## src/rtl/tlbm_pkg.sv

```systemverilog
package tlbm_pkg;
   // Which half of an even/odd page pair a lookup addresses
   typedef enum logic {
      HALF_EVEN = 1'b0,
      HALF_ODD  = 1'b1
   } half_e;
endpackage

```

## src/rtl/tlbm_store.sv

```systemverilog
module tlbm_store #(
   parameter int ENTRIES = 16,
   parameter int VPN_W   = 20,
   parameter int ASID_W  = 8,
   parameter int MASK_W  = 16,
   parameter int PFN_W   = 24,
   parameter int WIDX_W  = 5
) (
   input  logic              clk,
   input  logic              rst_n,
   input  logic              flush,
   input  logic              wr_en,
   input  logic [WIDX_W-1:0] wr_idx,
   input  logic [VPN_W-1:0]  wr_vpn,
   input  logic [MASK_W-1:0] wr_mask,
   input  logic [ASID_W-1:0] wr_asid,
   input  logic              wr_glob,
   input  logic              wr_v0,
   input  logic              wr_v1,
   input  logic [PFN_W-1:0]  wr_pfn0,
   input  logic [PFN_W-1:0]  wr_pfn1,
   output logic [VPN_W-1:0]  e_vpn  [ENTRIES],
   output logic [MASK_W-1:0] e_mask [ENTRIES],
   output logic [ASID_W-1:0] e_asid [ENTRIES],
   output logic              e_glob [ENTRIES],
   output logic              e_v0   [ENTRIES],
   output logic              e_v1   [ENTRIES],
   output logic [PFN_W-1:0]  e_pfn0 [ENTRIES],
   output logic [PFN_W-1:0]  e_pfn1 [ENTRIES],
   output logic              wr_err
);
   localparam logic [WIDX_W-1:0] LIMIT = WIDX_W'(ENTRIES);

   logic bad_wr;
   assign bad_wr = wr_en && (wr_idx >= LIMIT);

   for (genvar i = 0; i < ENTRIES; i++) begin : g_slot
      logic sel;
      assign sel = wr_en && (wr_idx == WIDX_W'(i));

      always_ff @(posedge clk or negedge rst_n) begin
         if (!rst_n) begin
            e_vpn[i]  <= '0;
            e_mask[i] <= '0;
            e_asid[i] <= '0;
            e_glob[i] <= 1'b0;
            e_v0[i]   <= 1'b0;
            e_v1[i]   <= 1'b0;
            e_pfn0[i] <= '0;
            e_pfn1[i] <= '0;
         end else if (flush) begin
            e_vpn[i]  <= '0;
            e_mask[i] <= '0;
            e_asid[i] <= '0;
            e_glob[i] <= 1'b0;
            e_v0[i]   <= 1'b0;
            e_v1[i]   <= 1'b0;
            e_pfn0[i] <= '0;
            e_pfn1[i] <= '0;
         end else if (sel) begin
            e_vpn[i]  <= wr_vpn;
            e_mask[i] <= wr_mask;
            e_asid[i] <= wr_asid;
            e_glob[i] <= wr_glob;
            e_v0[i]   <= wr_v0;
            e_v1[i]   <= wr_v1;
            e_pfn0[i] <= wr_pfn0;
            e_pfn1[i] <= wr_pfn1;
         end
      end
   end

   always_ff @(posedge clk or negedge rst_n) begin
      if (!rst_n) wr_err <= 1'b0;
      else        wr_err <= bad_wr && !flush;
   end
endmodule

```

## src/rtl/tlbm_cmp.sv

```systemverilog
module tlbm_cmp #(
   parameter int VPN_W  = 20,
   parameter int ASID_W = 8,
   parameter int MASK_W = 16
) (
   input  logic [VPN_W-1:0]  key_vpn,
   input  logic [ASID_W-1:0] key_asid,
   input  logic [VPN_W-1:0]  e_vpn,
   input  logic [MASK_W-1:0] e_mask,
   input  logic [ASID_W-1:0] e_asid,
   input  logic              e_glob,
   input  logic              e_v0,
   input  logic              e_v1,
   output logic              hit
);
   logic [VPN_W-1:0] dont_care;
   logic             tag_ok;
   logic             asid_ok;

   assign dont_care = VPN_W'(e_mask);
   assign tag_ok    = ((key_vpn ^ e_vpn) & ~dont_care) == '0;
   assign asid_ok   = e_glob || (key_asid == e_asid);
   assign hit       = (e_v0 || e_v1) && tag_ok && asid_ok;
endmodule

```

## src/rtl/tlbm_pick.sv

```systemverilog
module tlbm_pick #(
   parameter int N     = 16,
   parameter int IDX_W = 4
) (
   input  logic [N-1:0]     req,
   output logic             found,
   output logic [IDX_W-1:0] idx
);
   always_comb begin
      idx = '0;
      for (int i = N - 1; i >= 0; i--) begin
         if (req[i]) idx = IDX_W'(i);
      end
   end
   assign found = |req;
endmodule

```

## src/rtl/tlbm_rr.sv

```systemverilog
module tlbm_rr #(
   parameter int ENTRIES = 16,
   parameter int IDX_W   = 4
) (
   input  logic             clk,
   input  logic             rst_n,
   input  logic             flush,
   input  logic             adv,
   output logic [IDX_W-1:0] ptr
);
   localparam logic [IDX_W-1:0] LAST = IDX_W'(ENTRIES - 1);

   always_ff @(posedge clk or negedge rst_n) begin
      if (!rst_n)     ptr <= '0;
      else if (flush) ptr <= '0;
      else if (adv)   ptr <= (ptr == LAST) ? '0 : ptr + 1'b1;
   end
endmodule

```

## src/rtl/mpt_tlb.sv

```systemverilog
module mpt_tlb #(
   parameter int ENTRIES = 16,
   parameter int VPN_W   = 20,
   parameter int ASID_W  = 8,
   parameter int MASK_W  = 16,
   parameter int PFN_W   = 24,
   localparam int IDX_W  = $clog2(ENTRIES),
   localparam int WIDX_W = IDX_W + 1
) (
   input  logic              clk,
   input  logic              rst_n,
   input  logic              flush,
   input  logic [VPN_W-1:0]  lk_vpn,
   input  logic [ASID_W-1:0] lk_asid,
   output logic              lk_match,
   output logic              lk_hit,
   output logic [IDX_W-1:0]  lk_idx,
   output logic              lk_half,
   output logic [PFN_W-1:0]  lk_pfn,
   input  logic              wr_en,
   input  logic [WIDX_W-1:0] wr_idx,
   input  logic [VPN_W-1:0]  wr_vpn,
   input  logic [MASK_W-1:0] wr_mask,
   input  logic [ASID_W-1:0] wr_asid,
   input  logic              wr_glob,
   input  logic              wr_v0,
   input  logic              wr_v1,
   input  logic [PFN_W-1:0]  wr_pfn0,
   input  logic [PFN_W-1:0]  wr_pfn1,
   output logic              wr_err,
   input  logic              nxt_adv,
   output logic [IDX_W-1:0]  nxt_ptr,
   output logic              nxt_valid
);
   import tlbm_pkg::*;

   if (ENTRIES < 2) begin : g_bad_entries
      $error("ENTRIES must be at least 2");
   end
   if (MASK_W > VPN_W) begin : g_bad_mask
      $error("MASK_W must not exceed VPN_W");
   end
   if (ASID_W < 1 || PFN_W < 1) begin : g_bad_width
      $error("ASID_W and PFN_W must be positive");
   end

   logic [VPN_W-1:0]  e_vpn  [ENTRIES];
   logic [MASK_W-1:0] e_mask [ENTRIES];
   logic [ASID_W-1:0] e_asid [ENTRIES];
   logic              e_glob [ENTRIES];
   logic              e_v0   [ENTRIES];
   logic              e_v1   [ENTRIES];
   logic [PFN_W-1:0]  e_pfn0 [ENTRIES];
   logic [PFN_W-1:0]  e_pfn1 [ENTRIES];

   tlbm_store #(
      .ENTRIES(ENTRIES), .VPN_W(VPN_W), .ASID_W(ASID_W),
      .MASK_W(MASK_W), .PFN_W(PFN_W), .WIDX_W(WIDX_W)
   ) u_store (
      .clk(clk), .rst_n(rst_n), .flush(flush),
      .wr_en(wr_en), .wr_idx(wr_idx), .wr_vpn(wr_vpn), .wr_mask(wr_mask),
      .wr_asid(wr_asid), .wr_glob(wr_glob), .wr_v0(wr_v0), .wr_v1(wr_v1),
      .wr_pfn0(wr_pfn0), .wr_pfn1(wr_pfn1),
      .e_vpn(e_vpn), .e_mask(e_mask), .e_asid(e_asid), .e_glob(e_glob),
      .e_v0(e_v0), .e_v1(e_v1), .e_pfn0(e_pfn0), .e_pfn1(e_pfn1),
      .wr_err(wr_err)
   );

   logic [ENTRIES-1:0] slot_hit;

   for (genvar i = 0; i < ENTRIES; i++) begin : g_cmp
      tlbm_cmp #(.VPN_W(VPN_W), .ASID_W(ASID_W), .MASK_W(MASK_W)) u_cmp (
         .key_vpn(lk_vpn), .key_asid(lk_asid),
         .e_vpn(e_vpn[i]), .e_mask(e_mask[i]), .e_asid(e_asid[i]),
         .e_glob(e_glob[i]), .e_v0(e_v0[i]), .e_v1(e_v1[i]),
         .hit(slot_hit[i])
      );
   end

   logic             pk_found;
   logic [IDX_W-1:0] pk_idx;

   tlbm_pick #(.N(ENTRIES), .IDX_W(IDX_W)) u_pick (
      .req(slot_hit), .found(pk_found), .idx(pk_idx)
   );

   // Pair select: the tag bit at the highest masked position picks the half
   logic [MASK_W-1:0] sel_mask;
   half_e             half;
   logic              half_ok;
   logic [PFN_W-1:0]  half_pfn;

   assign sel_mask = e_mask[pk_idx];

   always_comb begin
      half = HALF_EVEN;
      for (int k = 0; k < MASK_W; k++) begin
         if (sel_mask[k]) half = lk_vpn[k] ? HALF_ODD : HALF_EVEN;
      end
   end

   assign half_ok  = (half == HALF_ODD) ? e_v1[pk_idx] : e_v0[pk_idx];
   assign half_pfn = (half == HALF_ODD) ? e_pfn1[pk_idx] : e_pfn0[pk_idx];

   assign lk_match = pk_found;
   assign lk_idx   = pk_found ? pk_idx : '1;
   assign lk_half  = pk_found && (half == HALF_ODD);
   assign lk_hit   = pk_found && half_ok;
   assign lk_pfn   = (pk_found && half_ok) ? half_pfn : '0;

   tlbm_rr #(.ENTRIES(ENTRIES), .IDX_W(IDX_W)) u_rr (
      .clk(clk), .rst_n(rst_n), .flush(flush), .adv(nxt_adv), .ptr(nxt_ptr)
   );

   assign nxt_valid = e_v0[nxt_ptr] || e_v1[nxt_ptr];
endmodule

```

## config.mk

```make
export PLATFORM = sky130hd
export DESIGN_NAME = mpt_tlb
export DESIGN_NICKNAME = d
export VERILOG_FILES = /design/src/rtl/tlbm_pkg.sv /design/src/rtl/tlbm_store.sv /design/src/rtl/tlbm_cmp.sv /design/src/rtl/tlbm_pick.sv /design/src/rtl/tlbm_rr.sv /design/src/rtl/mpt_tlb.sv
export SDC_FILE = /design/constraint.sdc
export NUM_CORES = 2
export LEC_CHECK = 0
export ABC_AREA = 1
export BUFFER_PORTS_ARGS = -buffer_cell sky130_fd_sc_hd__clkbuf_2
export CORE_ASPECT_RATIO = 0.7
export CORE_UTILIZATION = 55
export DETAILED_ROUTE_END_ITERATION = 7
export PLACE_DENSITY = 0.71
export SYNTH_ARGS = -nofsm -noshare
export SYNTH_HDL_FRONTEND = slang
export SYNTH_SLANG_ARGS = --single-unit
```

## constraint.sdc

```tcl
create_clock -name clk -period 8.9 [get_ports clk]
set_clock_uncertainty 0.05 [all_clocks]
set_input_delay 1.335 -clock clk [delete_from_list [all_inputs] [get_ports clk]]
set_output_delay 1.335 -clock clk [all_outputs]
set_load 0.05 [all_outputs]
```

==> flow_summary_export.csv <==
group,metric,value,unit
die,ios,170,
synthesis,yosysTopAreaCell,"dfrtp_1",
setup_path,worstPathRequired,7520,ps
pwr,p_clk_share,39.4,%
pwr,p_switching,4750,uW
timing,setup_violations,0,
setup_path,critPathMaxFanout,21,
synthesis,synth_fp_nets,9258,
timing,final.setup.tns,0,ps
cts,numCtsBuffers,148,
global_route,grt_max_degree,180,
timing,rsz0062_at_grt,"false",
setup_path,crit_top_cell,"nand2_1",
die,die_area,134000,um2
synthesis,yosysWarnings,0,
setup_path,slowest_stage,"nor4_2",
cts,cts_tree,"done",
global_route,grt_overflow,0,
cts,cts.sinks,1525,
cells_and_area,stdcell_area,80600,um2
timing,tightest_slew,1320,ps
job,drv_cap,0,
pwr,seqPwrFrac,47.5,%
placement,port_buffers,169,
setup_path,start_kind,"input port",
route,drt_wl_total,264,mm
cells_and_area,nFillCells,11400,
cells_and_area,multiInputGateArea,28900,um2
placement,dp_slack,116,ps
synthesis,ys_seq_area_share,52.3,%
synthesis,synth_edf_count,0,
pwr,p_sw_share,28.9,%
global_route,grt_pass1_wl,396,mm
cts,ctsHoldBuffers,0,
pwr,internal-power,11700,uW
cts,cts-htree-levels,4,
synthesis,synth_cell_types,56,
placement,hpwl,165,mm
timing,timing.final.crit_share,96.8,%
timing,fmax,116,MHz
synthesis,synth_area,73000,um2
synthesis,async_flop_share,100,%
pwr,peakVddDrop,160,uV
cts,cts_root_buf,"clkbuf_16",
global_route,grt_usage,39.5,%
pwr,p_comb_share,13.2,%
die,core,131000,um2
route,vias,66300,
placement,place_congestion,1.02,
route,first_iter_violations,10000,
run_status,violations,"DRC",
timing,postLayoutSetupSlackWorst,281,ps
route,drcViolationCount,16,
setup_path,worstSetupPathType,"in -> out",
cts,clkLatencyLatePin,800,ps
setup_path,crit_arrival,7230,ps
synthesis,synth_top_area_share,52.3,%
cts,post_cts_buffers,0,
synthesis,synthMostInstantiatedCell,"nand2_1",
die,dieHeight,307,um
synthesis,synth-main-ff-cell,"dfrtp_1",
synthesis,ys_seq_elements,1525,
cells_and_area,area_growth,10.4,%
min_path,min_path_type,"reg -> reg",
route,first_pass_iters,8,
cells_and_area,drive_gt1_share,8.00,%
global_route,antenna_found_initial,13,
cells_and_area,register_area,38200,um2
setup_path,crit_path_end_kind,"output pin",
timing,slew_headroom,12.2,%
route,vias_per_cell,6.10,
die,start_util,55.6,%
cts,clock_path_buffers,3,
pwr,p_leak,0.0368,uW
timing,hold_violations,0,
run_status,outcome,"finished with violations",
cells_and_area,num-nets-final,9135,
pwr,total_power,16400,uW
die,rows,111,
global_route,grt_pass1_vias,61000,
setup_path,cpPeakStageDelay,550,ps
synthesis,synth_area_leaders,"dfrtp_1 52%, o21ai_0 15%, nand2_1 13%",
timing,drv_slew,0,
timing,min_period,8620,ps
synthesis,synth.top_cells.by_count,"2,472 x nand2_1, 2,134 x o21ai_0, 1,525 x dfrtp_1",
pwr,p_per_area,204,nW/um2
placement,placed_area,75700,um2
synthesis,syn_inst,9124,
route,wl_per_cell,24.3,um
cts,ctsResizeCount,0,
die,die_w,437,um
route,detail-route-antenna-nets,0,
synthesis,avgSynthCellArea,8.00,um2
cts,cts.clk_slew.worst_paths,60,ps
[cells by family after synthesis]
family	synth area share [%]
buf+inv	8.31
compound gates	20.3
xor+xnor	1.90
flops	52.3
simple gates	17.2
fa+ha+maj	0.0171
[power by group through the flow]
stage / registers (uW) / clock network, uW / logic [uW]
floorplan: 7820 / 0 / 1200
global placement: 7890 / 0 / 2030
detailed placement: 7910 / 0 / 2080
CTS: 7780 / 6500 / 2090
global route: 7850 / 6760 / 2360
finish: 7800 / 6470 / 2160
[state kept, by name, summed over array words and instances, names as in the netlist]
register	flops
u_store.e_asid	128
u_store.e_pfn0	384
u_store.e_glob	16
u_store.e_v0	16
u_store.e_v1	16
u_store.e_vpn	320
u_store.wr_err	1
u_store.e_mask	256
u_store.e_pfn1	384
u_rr.ptr	4
[cells in the final DEF (no fill, tap or decap), types with 17 or more instances in the layout]
cell	instances
a21oi_1	370
buf_12	53
buf_4	200
clkbuf_1	37
clkbuf_16	151
clkbuf_2	143
clkbuf_8	34
clkinv_2	19
dfrtp_1	1525
inv_1	773
inv_2	22
inv_6	17
nand2_1	2455
nand3_1	369
nand4_1	35
nor2_1	171
nor2_2	19
nor3_1	26
o211ai_1	118
o21ai_0	2134
o21ai_1	37
o221ai_1	27
o22ai_1	24
xnor2_1	109
xor2_1	49
[cell type report]
cell class,instances,area share [%]
flip-flops and latches,1525,47.4
well taps,1751,2.72
clock buffers,222,5.44
multi-input cells,6102,35.9
diodes,6,0.0186
inverters,828,3.96
repair buffers,396,4.07
clock inverters,41,0.578
[worst max-delay path, delay by kind of cell]
family          cells  cell delay, ps
buf+inv             6            1500
simple gates       24            2870
compound gates      4            1470
[layer usage]
layer  GRT usage, %  vias up  part of all wire [%]
li1               -    29600                     -
met3           14.1      639                    15
met5              0        -                 0.031
met4           15.4       10                   4.3
met2           53.5     4111                    40
met1           57.4    31900                    41
[through the flow]
| stage | instances | utilization (%) | hold slack [ps] |
|---|---|---|---|
| after CTS | 10900 | 61.4 | 435 |
| after global routing | 10900 | 61.4 | 448 |
| after detailed placement | 10600 | 57.7 | 420 |
| after floorplan | 9124 | - | 398 |
| final | 10900 | 61.4 | 434 |
| after global placement | 10600 | 57.7 | 412 |
[path summary, 6_finish.rpt]
| kind | startpoint | cells past startpoint | endpoint | slack, ps |
|---|---|---|---|---|
| hold / removal | u_store.e_pfn0[270]$_DFFE_PN0P_ | 2 | u_store.e_pfn0[270]$_DFFE_PN0P_ | 430 |
| max in group asynchronous | rst_n | 3 | u_store.e_pfn1[260]$_DFFE_PN0P_ | 6040 |
| setup reg to reg | u_rr.ptr[0]$_DFFE_PN0P_ | 4 | u_rr.ptr[3]$_DFFE_PN0P_ | 7550 |
| setup / recovery | lk_vpn[0] | 34 | lk_pfn[2] | 280 |
| min in group asynchronous | rst_n | 1 | u_store.e_asid[66]$_DFFE_PN0P_ | 470 |
| hold reg to reg | u_store.e_pfn0[270]$_DFFE_PN0P_ | 2 | u_store.e_pfn0[270]$_DFFE_PN0P_ | 430 |
Power figures use the tool's default switching activity.
